$ cat src/rtl/spw_pkg.sv
package spw_pkg;
  localparam int          DW       = 8;
  localparam logic [7:0]  OP_WRITE = 8'h02;

  typedef enum logic [2:0] {
    PS_IDLE,
    PS_OPC,
    PS_ADDR_HI,
    PS_ADDR_LO,
    PS_DATA,
    PS_PROT
  } parse_st_t;
endpackage

$ cat src/rtl/spw_spi_sampler.sv
// Brings the SPI pins into the clk domain, frames bytes and reports
// chip-select edges together with the bit alignment at the rising edge.
module spw_spi_sampler #(
  parameter int SYNC_STAGES = 2
) (
  input  logic                   clk,
  input  logic                   rst_n,
  input  logic                   spi_sclk,
  input  logic                   spi_cs_n,
  input  logic                   spi_mosi,
  output logic                   byte_vld,
  output logic [spw_pkg::DW-1:0] byte_val,
  output logic                   cs_fall,
  output logic                   cs_rise,
  output logic                   cs_aligned
);
  import spw_pkg::*;
  localparam int BW = $clog2(DW);

  logic [SYNC_STAGES-1:0] sclk_q, cs_q, mosi_q;
  logic                   sclk_d, cs_d;
  logic [DW-2:0]          shreg;
  logic [BW-1:0]          bcnt;
  logic                   sclk_s, cs_s, mosi_s;

  assign sclk_s = sclk_q[SYNC_STAGES-1];
  assign cs_s   = cs_q[SYNC_STAGES-1];
  assign mosi_s = mosi_q[SYNC_STAGES-1];

  always_ff @(posedge clk or negedge rst_n) begin
    if (!rst_n) begin
      sclk_q     <= '0;
      cs_q       <= '1;
      mosi_q     <= '0;
      sclk_d     <= 1'b0;
      cs_d       <= 1'b1;
      shreg      <= '0;
      bcnt       <= '0;
      byte_vld   <= 1'b0;
      byte_val   <= '0;
      cs_fall    <= 1'b0;
      cs_rise    <= 1'b0;
      cs_aligned <= 1'b0;
    end else begin
      sclk_q     <= {sclk_q[SYNC_STAGES-2:0], spi_sclk};
      cs_q       <= {cs_q[SYNC_STAGES-2:0], spi_cs_n};
      mosi_q     <= {mosi_q[SYNC_STAGES-2:0], spi_mosi};
      sclk_d     <= sclk_s;
      cs_d       <= cs_s;
      byte_vld   <= 1'b0;
      cs_fall    <= !cs_s && cs_d;
      cs_rise    <= cs_s && !cs_d;
      cs_aligned <= (bcnt == '0);
      if (!cs_s && cs_d) begin
        bcnt <= '0;
      end else if (!cs_s && sclk_s && !sclk_d) begin
        shreg <= {shreg[DW-3:0], mosi_s};
        bcnt  <= bcnt + 1'b1;
        if (bcnt == BW'(DW-1)) begin
          byte_vld <= 1'b1;
          byte_val <= {shreg, mosi_s};
        end
      end
    end
  end
endmodule

$ cat src/rtl/spw_parser.sv
// Command decoder and page buffer.
module spw_parser #(
  parameter int AW         = 10,
  parameter int PAGE_BYTES = 32
) (
  input  logic                          clk,
  input  logic                          rst_n,
  input  logic                          byte_vld,
  input  logic [spw_pkg::DW-1:0]        byte_val,
  input  logic                          cs_fall,
  input  logic                          cs_rise,
  input  logic                          cs_aligned,
  input  logic                          wen_latched,
  input  logic [1:0]                    prot_sel,
  input  logic                          cyc_busy,
  input  logic [$clog2(PAGE_BYTES)-1:0] rd_idx,
  output logic [spw_pkg::DW-1:0]        rd_data,
  output logic                          rd_mask,
  output logic [AW-$clog2(PAGE_BYTES)-1:0] page,
  output logic                          commit,
  output logic                          reject
);
  import spw_pkg::*;
  localparam int PW = $clog2(PAGE_BYTES);
  localparam int HW = AW - DW;

  parse_st_t             st;
  logic [HW-1:0]         addr_hi;
  logic [PW-1:0]         off;
  logic                  have_data;
  logic [DW-1:0]         pbuf [PAGE_BYTES];
  logic [PAGE_BYTES-1:0] pmask;
  logic [AW-1:0]         full_addr;
  logic                  in_prot, op_accept, wr_en;

  assign full_addr = {addr_hi, byte_val};
  assign op_accept = byte_vld && !cs_fall && !cs_rise && (st == PS_OPC) &&
                     (byte_val == OP_WRITE) && wen_latched && !cyc_busy;
  assign wr_en     = byte_vld && !cs_fall && !cs_rise && (st == PS_DATA);

  always_comb begin
    unique case (prot_sel)
      2'd0:    in_prot = 1'b0;
      2'd1:    in_prot = (full_addr[AW-1 -: 2] == 2'b11);
      2'd2:    in_prot = full_addr[AW-1];
      default: in_prot = 1'b1;
    endcase
  end

  always_ff @(posedge clk or negedge rst_n) begin
    if (!rst_n) begin
      st        <= PS_IDLE;
      addr_hi   <= '0;
      page      <= '0;
      off       <= '0;
      have_data <= 1'b0;
      commit    <= 1'b0;
      reject    <= 1'b0;
    end else begin
      commit <= 1'b0;
      reject <= 1'b0;
      if (cs_fall) begin
        st <= PS_OPC;
      end else if (cs_rise) begin
        st <= PS_IDLE;
        unique case (st)
          PS_DATA: begin
            if (cs_aligned && have_data) commit <= 1'b1;
            else                         reject <= 1'b1;
          end
          PS_ADDR_HI, PS_ADDR_LO, PS_PROT: reject <= 1'b1;
          default: ;
        endcase
      end else if (byte_vld) begin
        unique case (st)
          PS_OPC:     st <= op_accept ? PS_ADDR_HI : PS_IDLE;
          PS_ADDR_HI: begin
            addr_hi <= byte_val[HW-1:0];
            st      <= PS_ADDR_LO;
          end
          PS_ADDR_LO: begin
            page      <= full_addr[AW-1:PW];
            off       <= full_addr[PW-1:0];
            have_data <= 1'b0;
            st        <= in_prot ? PS_PROT : PS_DATA;
          end
          PS_DATA: begin
            off       <= off + 1'b1;
            have_data <= 1'b1;
          end
          default: ;
        endcase
      end
    end
  end

  always_ff @(posedge clk or negedge rst_n) begin
    if (!rst_n) begin
      pmask <= '0;
      for (int i = 0; i < PAGE_BYTES; i++) pbuf[i] <= '0;
    end else if (op_accept) begin
      pmask <= '0;
    end else if (wr_en) begin
      pbuf[off]  <= byte_val;
      pmask[off] <= 1'b1;
    end
  end

  assign rd_data = pbuf[rd_idx];
  assign rd_mask = pmask[rd_idx];
endmodule

$ cat src/rtl/spw_commit.sv
// Write-cycle timer and drain of the page buffer to the array stream.
module spw_commit #(
  parameter int AW         = 10,
  parameter int PAGE_BYTES = 32,
  parameter int TWC        = 1000
) (
  input  logic                             clk,
  input  logic                             rst_n,
  input  logic                             start,
  input  logic [AW-$clog2(PAGE_BYTES)-1:0] page,
  output logic [$clog2(PAGE_BYTES)-1:0]    rd_idx,
  input  logic [spw_pkg::DW-1:0]           rd_data,
  input  logic                             rd_mask,
  output logic                             mem_wr_valid,
  input  logic                             mem_wr_ready,
  output logic [AW-1:0]                    mem_wr_addr,
  output logic [spw_pkg::DW-1:0]           mem_wr_data,
  output logic                             busy,
  output logic                             done
);
  localparam int PW = $clog2(PAGE_BYTES);
  localparam int TW = $clog2(TWC + 1);

  logic [PW:0]   ptr;
  logic [TW-1:0] tcnt;
  logic          drained;

  assign drained      = ptr[PW];
  assign rd_idx       = ptr[PW-1:0];
  assign mem_wr_valid = busy && !drained && rd_mask;
  assign mem_wr_addr  = {page, ptr[PW-1:0]};
  assign mem_wr_data  = rd_data;

  always_ff @(posedge clk or negedge rst_n) begin
    if (!rst_n) begin
      busy <= 1'b0;
      done <= 1'b0;
      ptr  <= '0;
      tcnt <= '0;
    end else begin
      done <= 1'b0;
      if (start && !busy) begin
        busy <= 1'b1;
        ptr  <= '0;
        tcnt <= TW'(TWC - 1);
      end else if (busy) begin
        if (!drained && (!rd_mask || mem_wr_ready)) ptr <= ptr + 1'b1;
        if (tcnt != '0) begin
          tcnt <= tcnt - 1'b1;
        end else if (drained) begin
          busy <= 1'b0;
          done <= 1'b1;
        end
      end
    end
  end
endmodule

$ cat src/rtl/spw_page_writer.sv
module spw_page_writer #(
  parameter int AW          = 10,
  parameter int PAGE_BYTES  = 32,
  parameter int TWC         = 1000,
  parameter int SYNC_STAGES = 2
) (
  input  logic          clk,
  input  logic          rst_n,
  input  logic          spi_sclk,
  input  logic          spi_cs_n,
  input  logic          spi_mosi,
  input  logic          wr_en_latched,
  input  logic [1:0]    prot_sel,
  output logic          mem_wr_valid,
  input  logic          mem_wr_ready,
  output logic [AW-1:0] mem_wr_addr,
  output logic [7:0]    mem_wr_data,
  output logic          busy,
  output logic          wen_clear
);
  import spw_pkg::*;
  localparam int PW = $clog2(PAGE_BYTES);

  logic          byte_vld, cs_fall, cs_rise, cs_aligned;
  logic [DW-1:0] byte_val, rd_data;
  logic [PW-1:0] rd_idx;
  logic          rd_mask, commit, reject, done;
  logic [AW-PW-1:0] page;

  spw_spi_sampler #(.SYNC_STAGES(SYNC_STAGES)) u_sampler (
    .clk, .rst_n, .spi_sclk, .spi_cs_n, .spi_mosi,
    .byte_vld, .byte_val, .cs_fall, .cs_rise, .cs_aligned
  );

  spw_parser #(.AW(AW), .PAGE_BYTES(PAGE_BYTES)) u_parser (
    .clk, .rst_n, .byte_vld, .byte_val, .cs_fall, .cs_rise, .cs_aligned,
    .wen_latched(wr_en_latched), .prot_sel, .cyc_busy(busy),
    .rd_idx, .rd_data, .rd_mask, .page, .commit, .reject
  );

  spw_commit #(.AW(AW), .PAGE_BYTES(PAGE_BYTES), .TWC(TWC)) u_commit (
    .clk, .rst_n, .start(commit), .page, .rd_idx, .rd_data, .rd_mask,
    .mem_wr_valid, .mem_wr_ready, .mem_wr_addr, .mem_wr_data, .busy, .done
  );

  assign wen_clear = done | reject;
endmodule

$ cat config.mk
export PLATFORM = sky130hd
export DESIGN_NAME = spw_page_writer
export DESIGN_NICKNAME = d
export VERILOG_FILES = /design/src/rtl/spw_pkg.sv /design/src/rtl/spw_spi_sampler.sv /design/src/rtl/spw_parser.sv /design/src/rtl/spw_commit.sv /design/src/rtl/spw_page_writer.sv
export SDC_FILE = /design/constraint.sdc
export NUM_CORES = 1
export LEC_CHECK = 0
export ABC_AREA = 1
export CAP_MARGIN = 10
export CORE_MARGIN = 10
export CORE_UTILIZATION = 55
export CTS_CLUSTER_SIZE = 28
export DETAILED_ROUTE_END_ITERATION = 10
export PLACE_DENSITY = 0.8
export SYNTH_ARGS = -nofsm -noshare
export SYNTH_HDL_FRONTEND = slang
export SYNTH_SLANG_ARGS = --single-unit
$ cat constraint.sdc
create_clock -name clk -period 2.53 [get_ports clk]
set_input_delay 0.506 -clock clk [delete_from_list [all_inputs] [get_ports clk]]
set_output_delay 0.506 -clock clk [all_outputs]
set_load 0.02 [all_outputs]
After elaboration in Yosys (flattened, before gate mapping)
Index checks and enable logic that the tools add are counted.

word-level totals
  word-level logic and storage cells = 180
  input port bits = 9
  output and inout port bits = 21
  flip-flop bits (word level) = 354

operators by class
  equality and inequality tests = 10
  reduce and logical (&&, ||, !) cells = 48
  bitwise gates (word level) = 8
  order comparisons = 6
  $add $sub $neg = 4
  mux-type cells = 48

operators by type and width
  operator                                             number
  bitwise mux 256 bit                                  1
  two-way mux 32 bit                                   2
  binary-select mux 8 bit (select 5 bit)               1
  demux 8 bit (select 5 bit)                           1
  bitwise OR 32 bit                                    1
  two-way mux 10 bit                                   3
  two-way mux 8 bit                                    3
  two-way mux 1 bit                                    21
  logical AND 1 bit                                    18
  two-way mux 6 bit                                    3
  two-way mux 3 bit                                    5
  >= comparator 6 bit, second input constant           2
  < comparator 5 x 6 -> 1 bit, second input constant   2
  NOT 5 -> 6 bit                                       2
  AND reduction 4 bit                                  3
  nonzero test 2 bit                                   6
  case mux 5 bit (2 select lines)                      1
  AND reduction 2 bit                                  5
  nonzero test 10 bit                                  1
  subtractor 10 x 1 -> 10 bit, second input constant   1
  equality test 3 bit, second input constant           3
  case mux 3 bit (3 select lines)                      1
  equality test 8 x 2 -> 1 bit, second input constant  1
  zero test 1 bit                                      8
  other kinds (23)                                     29

Longest topological paths before layout
  depth in word-level cells = 12
  depth in mapped cells = 12
  gate-level depth less buffers = 11

By module
A second synthesis with hierarchy kept.

second synthesis, totals
  cell total of the unflattened synthesis = 2051
  area, all modules = 16937.5 µm²

by module, submodules not included
  module           area each (µm²)  instances  sequential area each (µm²)  cells an instance
  spw_parser       14577.7          1          7657.3                      1783
  spw_commit       1213.7           1          450.4                       160
  spw_spi_sampler  1134.8           1          754.5                       105
  spw_page_writer  11.3             1          0.0                         3

Worst setup path after synthesis
Ideal clock, no wire load.

  kind = flip-flop to output port
  start point = register u_commit.ptr[0]
  end point = output mem_wr_data[0]
  stages on the path, launching flop included = 11
  data required time = 2.024 ns
  data arrival time = 1.708 ns
  setup slack = 0.316 ns
  cells stage by stage = dfrtp_1 buf_4 buf_4 buf_2 clkbuf_1 nor2_1 o22ai_1 nand2_1 nand4_1 o21ai_0 inv_1

between the ends
  longest elaborated chain between the ends = 4

ends and longest elaborated chain
  what                                                  line                   source
  start, declared                                       spw_commit.sv:24       logic [PW:0] ptr;
  start signal, assigned                                spw_commit.sv:47       if (!drained && (!rd_mask || mem_wr_ready)) ptr <= ptr + 1'b1;
  NOT 5 -> 6 bit (implied by the code)                  spw_parser.sv:109      assign rd_data = pbuf[rd_idx];
  binary-select mux 8 bit (select 5 bit)                spw_parser.sv:109
  two-way mux 8 bit (implied by the code) (2 in a row)  spw_parser.sv:109
  end, declared                                         spw_page_writer.sv:17  output logic [7:0] mem_wr_data,

No other way between the ends. The select of a mux whose other input is x is not followed.

Worst setup path in the final report
  start point = register u_commit.ptr[0]
  end point = output mem_wr_data[6]

Same word-level chain as after synthesis.

==> metrics.log <==
[metrics] kind of start point of the critical path: flop
[metrics] clock insertion delay at the later pin of the skew report: 540 ps
[metrics] pre-CTS WS: -336 ps
[metrics] violations in the final reports: negative hold slack, negative setup slack
[metrics] Primary FF master, synth: sky130_fd_sc_hd__dfrtp_1
[metrics] Lkg Pwr: 0.00893 uW
[metrics] final count of negative-setup-slack endpoints: 9
[metrics] worst vdd ir: 0.542 mV
[metrics] count of TritonRoute iterations in the first routing pass: 7
[metrics] Post-Synthesis Net Count: between 1500 and 2000
[metrics] floorplan die height: 190 um
[metrics] biggest area contributors in the synthesized netlist: sky130_fd_sc_hd__dfrtp_1, sky130_fd_sc_hd__o21ai_0, sky130_fd_sc_hd__nand2_1, sky130_fd_sc_hd__nor2_1, sky130_fd_sc_hd__inv_1
[metrics] maximum number of pins on one net before global-route repair: 78
[metrics] Power Density: 612 nW/um2
[metrics] area growth from synthesis to final layout: 19.3%
[metrics] outcome: finished with violations
[metrics] worst slew margin relative to its limit: 45.5%
[metrics] effective utilization at floorplan: 55.6%
[metrics] final cell area excluding filler cells: 19100 um2
[metrics] Congestion Overflow GR: 0
[metrics] Arrival @ worst endpoint: about 2500 ps
[metrics] number of global-route vias before repair: about 14000
[metrics] fill cell total of the finished layout: 2143
[metrics] mean instance size in the synthesized netlist: between 8 and 9 um2
[metrics] final critical-path required period: approximately 3000 ps
[metrics] share of the clock period used by the worst path after layout: 118%
[metrics] first-pass GRT wire length: 74400 um
[metrics] initial antenna violation count: 0
[metrics] number of design-rule violations left by the first detailed-router iteration: 1944
[metrics] Fin Hold WS: -17.9 ps
[metrics] number of cells on the worst reg-to-reg path: 9
[metrics] # clock sinks: 354
[metrics] type of the worst setup path: flop to primary output
[metrics] most frequent cells in the layout: sky130_fd_sc_hd__nand2_1, sky130_fd_sc_hd__o21ai_0, sky130_fd_sc_hd__dfrtp_1, sky130_fd_sc_hd__nor2_1, sky130_fd_sc_hd__inv_1
[metrics] DRC: 0
[metrics] number of enable-type register cells in the synthesized netlist: 0
[metrics] number of register bits inferred by synthesis: 354
[metrics] Critical Path End Type: primary output
[metrics] final hold violations: 2
[metrics] vias per cell: 6.11
[metrics] routed len/inst: 20.1 um
[metrics] Total Die Area: 36300 um2
[metrics] cell area after placement: 17100 um2
[metrics] Synth cell types: 39
[metrics] max frequency: 0.334 GHz
[metrics] Hold Buf Count CTS: 0
[metrics] number of max-capacitance violations reported: 0
[metrics] transition at the pin with the smallest max-transition slack: 817 ps
[metrics] Placement Rows: 62
[metrics] maximum fanout count along the critical path: 7
[metrics] most common cell after layout, fill and taps aside: sky130_fd_sc_hd__nand2_1
[metrics] routed vias: approximately 14000
[metrics] core region area: 28700 um2
[metrics] CTS Buf Count: 39
[metrics] antenna violation net count after detailed routing: 0
[metrics] placer congestion estimate: 0.914
[metrics] Gate Count Post-Synth: 1863
[metrics] Post-Route WL: 46600 um
[metrics] number of I/O port buffers: 29
[metrics] Required @ worst endpoint: 2020 ps
[metrics] Yosys Warn Count: 0
[metrics] Clock Root Buffer: sky130_fd_sc_hd__clkbuf_16
[metrics] clock tree from TritonCTS: yes
[metrics] proportion of register bits with asynchronous set or reset after synthesis: 100%
[metrics] cell taking the most area after synthesis: sky130_fd_sc_hd__dfrtp_1
[metrics] global router's overall resource usage: 25.4%
[metrics] Final nets: about 1900
[metrics] RSZ-0062 raised after global routing: yes
[metrics] post-synth design cell area: 16000 um2
[metrics] fin worst setup slack: -465 ps
[metrics] class of the most critical hold timing path: primary input to asynchronous set/reset pin
[metrics] clock slew seen by the registers of the worst setup and hold paths: 60 ps
[metrics] share of the synthesized area in the top cell type: a little over half
[metrics] number of ports placed on the die boundary: 30
[metrics] worst-case clock skew: between 20 and 25 ps
[metrics] x dimension of the die: 190 um
[metrics] number of levels in the clock H-tree: 2
[metrics] Max Root-Sink Buffers: 3
[metrics] final-report max-slew violation count: 0
[metrics] share of the yosys chip area belonging to registers: 55.5%
[metrics] layout cells sized above 1: 14.4%
[metrics] detailed placement HPWL: between 20000 and 30000 um
metrics by stage:
stage	hold slack (ps)	setup TNS, ps	utilization [%]	std cells	power [uW]
floorplan	210	0	-	1863	5850
global placement	334	-2230	59.5	2231	6020
detailed placement	338	-2340	59.5	2231	6030
CTS	1.40	-3330	65.8	2318	11700
global route	20.0	-4240	66.4	2321	11900
finish	-17.9	-3790	66.4	2322	11700
power breakdown:
group | switching (uW) | total (uW) | internal (uW)
combinational | 150 | 206 | 55.7
clock | 2350 | 5740 | 3380
sequential | 19.9 | 5720 | 5700
worst max-delay path, cell delays in order, from the launching register on:
cell	delay, ps
sky130_fd_sc_hd__dfrtp_4	510
sky130_fd_sc_hd__buf_12	170
sky130_fd_sc_hd__buf_12	150
sky130_fd_sc_hd__nor2_1	120
sky130_fd_sc_hd__nor2_1	50
sky130_fd_sc_hd__o21ai_1	90
sky130_fd_sc_hd__o211ai_1	180
sky130_fd_sc_hd__nand3_1	220
sky130_fd_sc_hd__nand3_2	110
sky130_fd_sc_hd__o21ai_2	160
sky130_fd_sc_hd__inv_1	70
sky130_fd_sc_hd__buf_6	130
per-layer routing:
layer / vias up / part of all wire [%] / global-route usage [%]
met4: 0 / 4.5 / 11.4
met1: 6915 / 39 / 33.3
met2: 807 / 46 / 39.6
met3: 169 / 10 / 5.83
met5: - / 0 / 0
li1: 6307 / - / -
synthesized netlist by cell type, types with 9 or more instances:
master and instances:
sky130_fd_sc_hd__nand4_1 12, sky130_fd_sc_hd__buf_4 9, sky130_fd_sc_hd__o211ai_1 33, sky130_fd_sc_hd__buf_2 23, sky130_fd_sc_hd__o21ai_1 38, sky130_fd_sc_hd__inv_1 88, sky130_fd_sc_hd__nand2_2 18, sky130_fd_sc_hd__nand2_1 419
sky130_fd_sc_hd__nor3_1 13, sky130_fd_sc_hd__o21ai_0 423, sky130_fd_sc_hd__clkbuf_1 85, sky130_fd_sc_hd__nor2_1 174, sky130_fd_sc_hd__ha_1 9, sky130_fd_sc_hd__o22ai_1 35, sky130_fd_sc_hd__nand3_1 62, sky130_fd_sc_hd__a21oi_1 11
sky130_fd_sc_hd__dfrtp_1 351
flip-flops by register name, summed over array words and instances (netlist names), 5 cells and up:
name	flops
u_sampler.byte_val	8
u_parser.pbuf	256
u_parser.off	5
u_commit.ptr	6
u_commit.tcnt	10
u_parser.page	5
u_parser.pmask	32
u_sampler.shreg	7
final timing paths:
path / slack, ps / start / to
max reg2reg: 150 / u_parser.st[1]$_DFFE_PN0P_ / u_parser.pbuf[198]$_DFFE_PN0P_
min: -20 / rst_n / u_parser.pbuf[133]$_DFFE_PN0P_
min in group clk: 350 / u_sampler.mosi_q[0]$_DFF_PN0_ / u_sampler.mosi_q[1]$_DFF_PN0_
max in group asynchronous: 1810 / rst_n / u_parser.pmask[27]$_DFFE_PN0P_
min reg2reg: 350 / u_sampler.mosi_q[0]$_DFF_PN0_ / u_sampler.mosi_q[1]$_DFF_PN0_
max: -470 / u_commit.ptr[0]$_DFFE_PN0P_ / mem_wr_data[6]
repair_timing:
item,in CTS,in global routing
resized for setup,132,41
setup endpoints to repair,10,19
hold endpoints to repair,0,0
pin swaps,40,41
cloned,10,2
setup buffers,6,1
cell type report:
type	instances	area, um2	share of cell area [%]
sequential	354	8870	46.5
multi-input combinational	1286	6390	33.5
timing repair buffer	127	1620	8.51
clock buffer	59	1190	6.26
tap	384	480	2.52
inverter	98	382	2.00
clock inverter	12	114	0.597
timing repair inverter	1	8.76	0.0459
antenna	1	2.50	0.0131
logic make-up (layout without fill, tap and decap cells):
logic type,after synthesis,after routing,share of synthesized area [%]
flops,354,354,55.5
compound gates,547,547,18.1
buf+inv,223,297,5.87
other cells,0,1,0
mux,2,2,0.141
fa+ha+maj,9,9,0.705
simple gates,723,723,19.4
xor+xnor,5,5,0.274
Note: power is estimated with default switching activity, not from simulation.
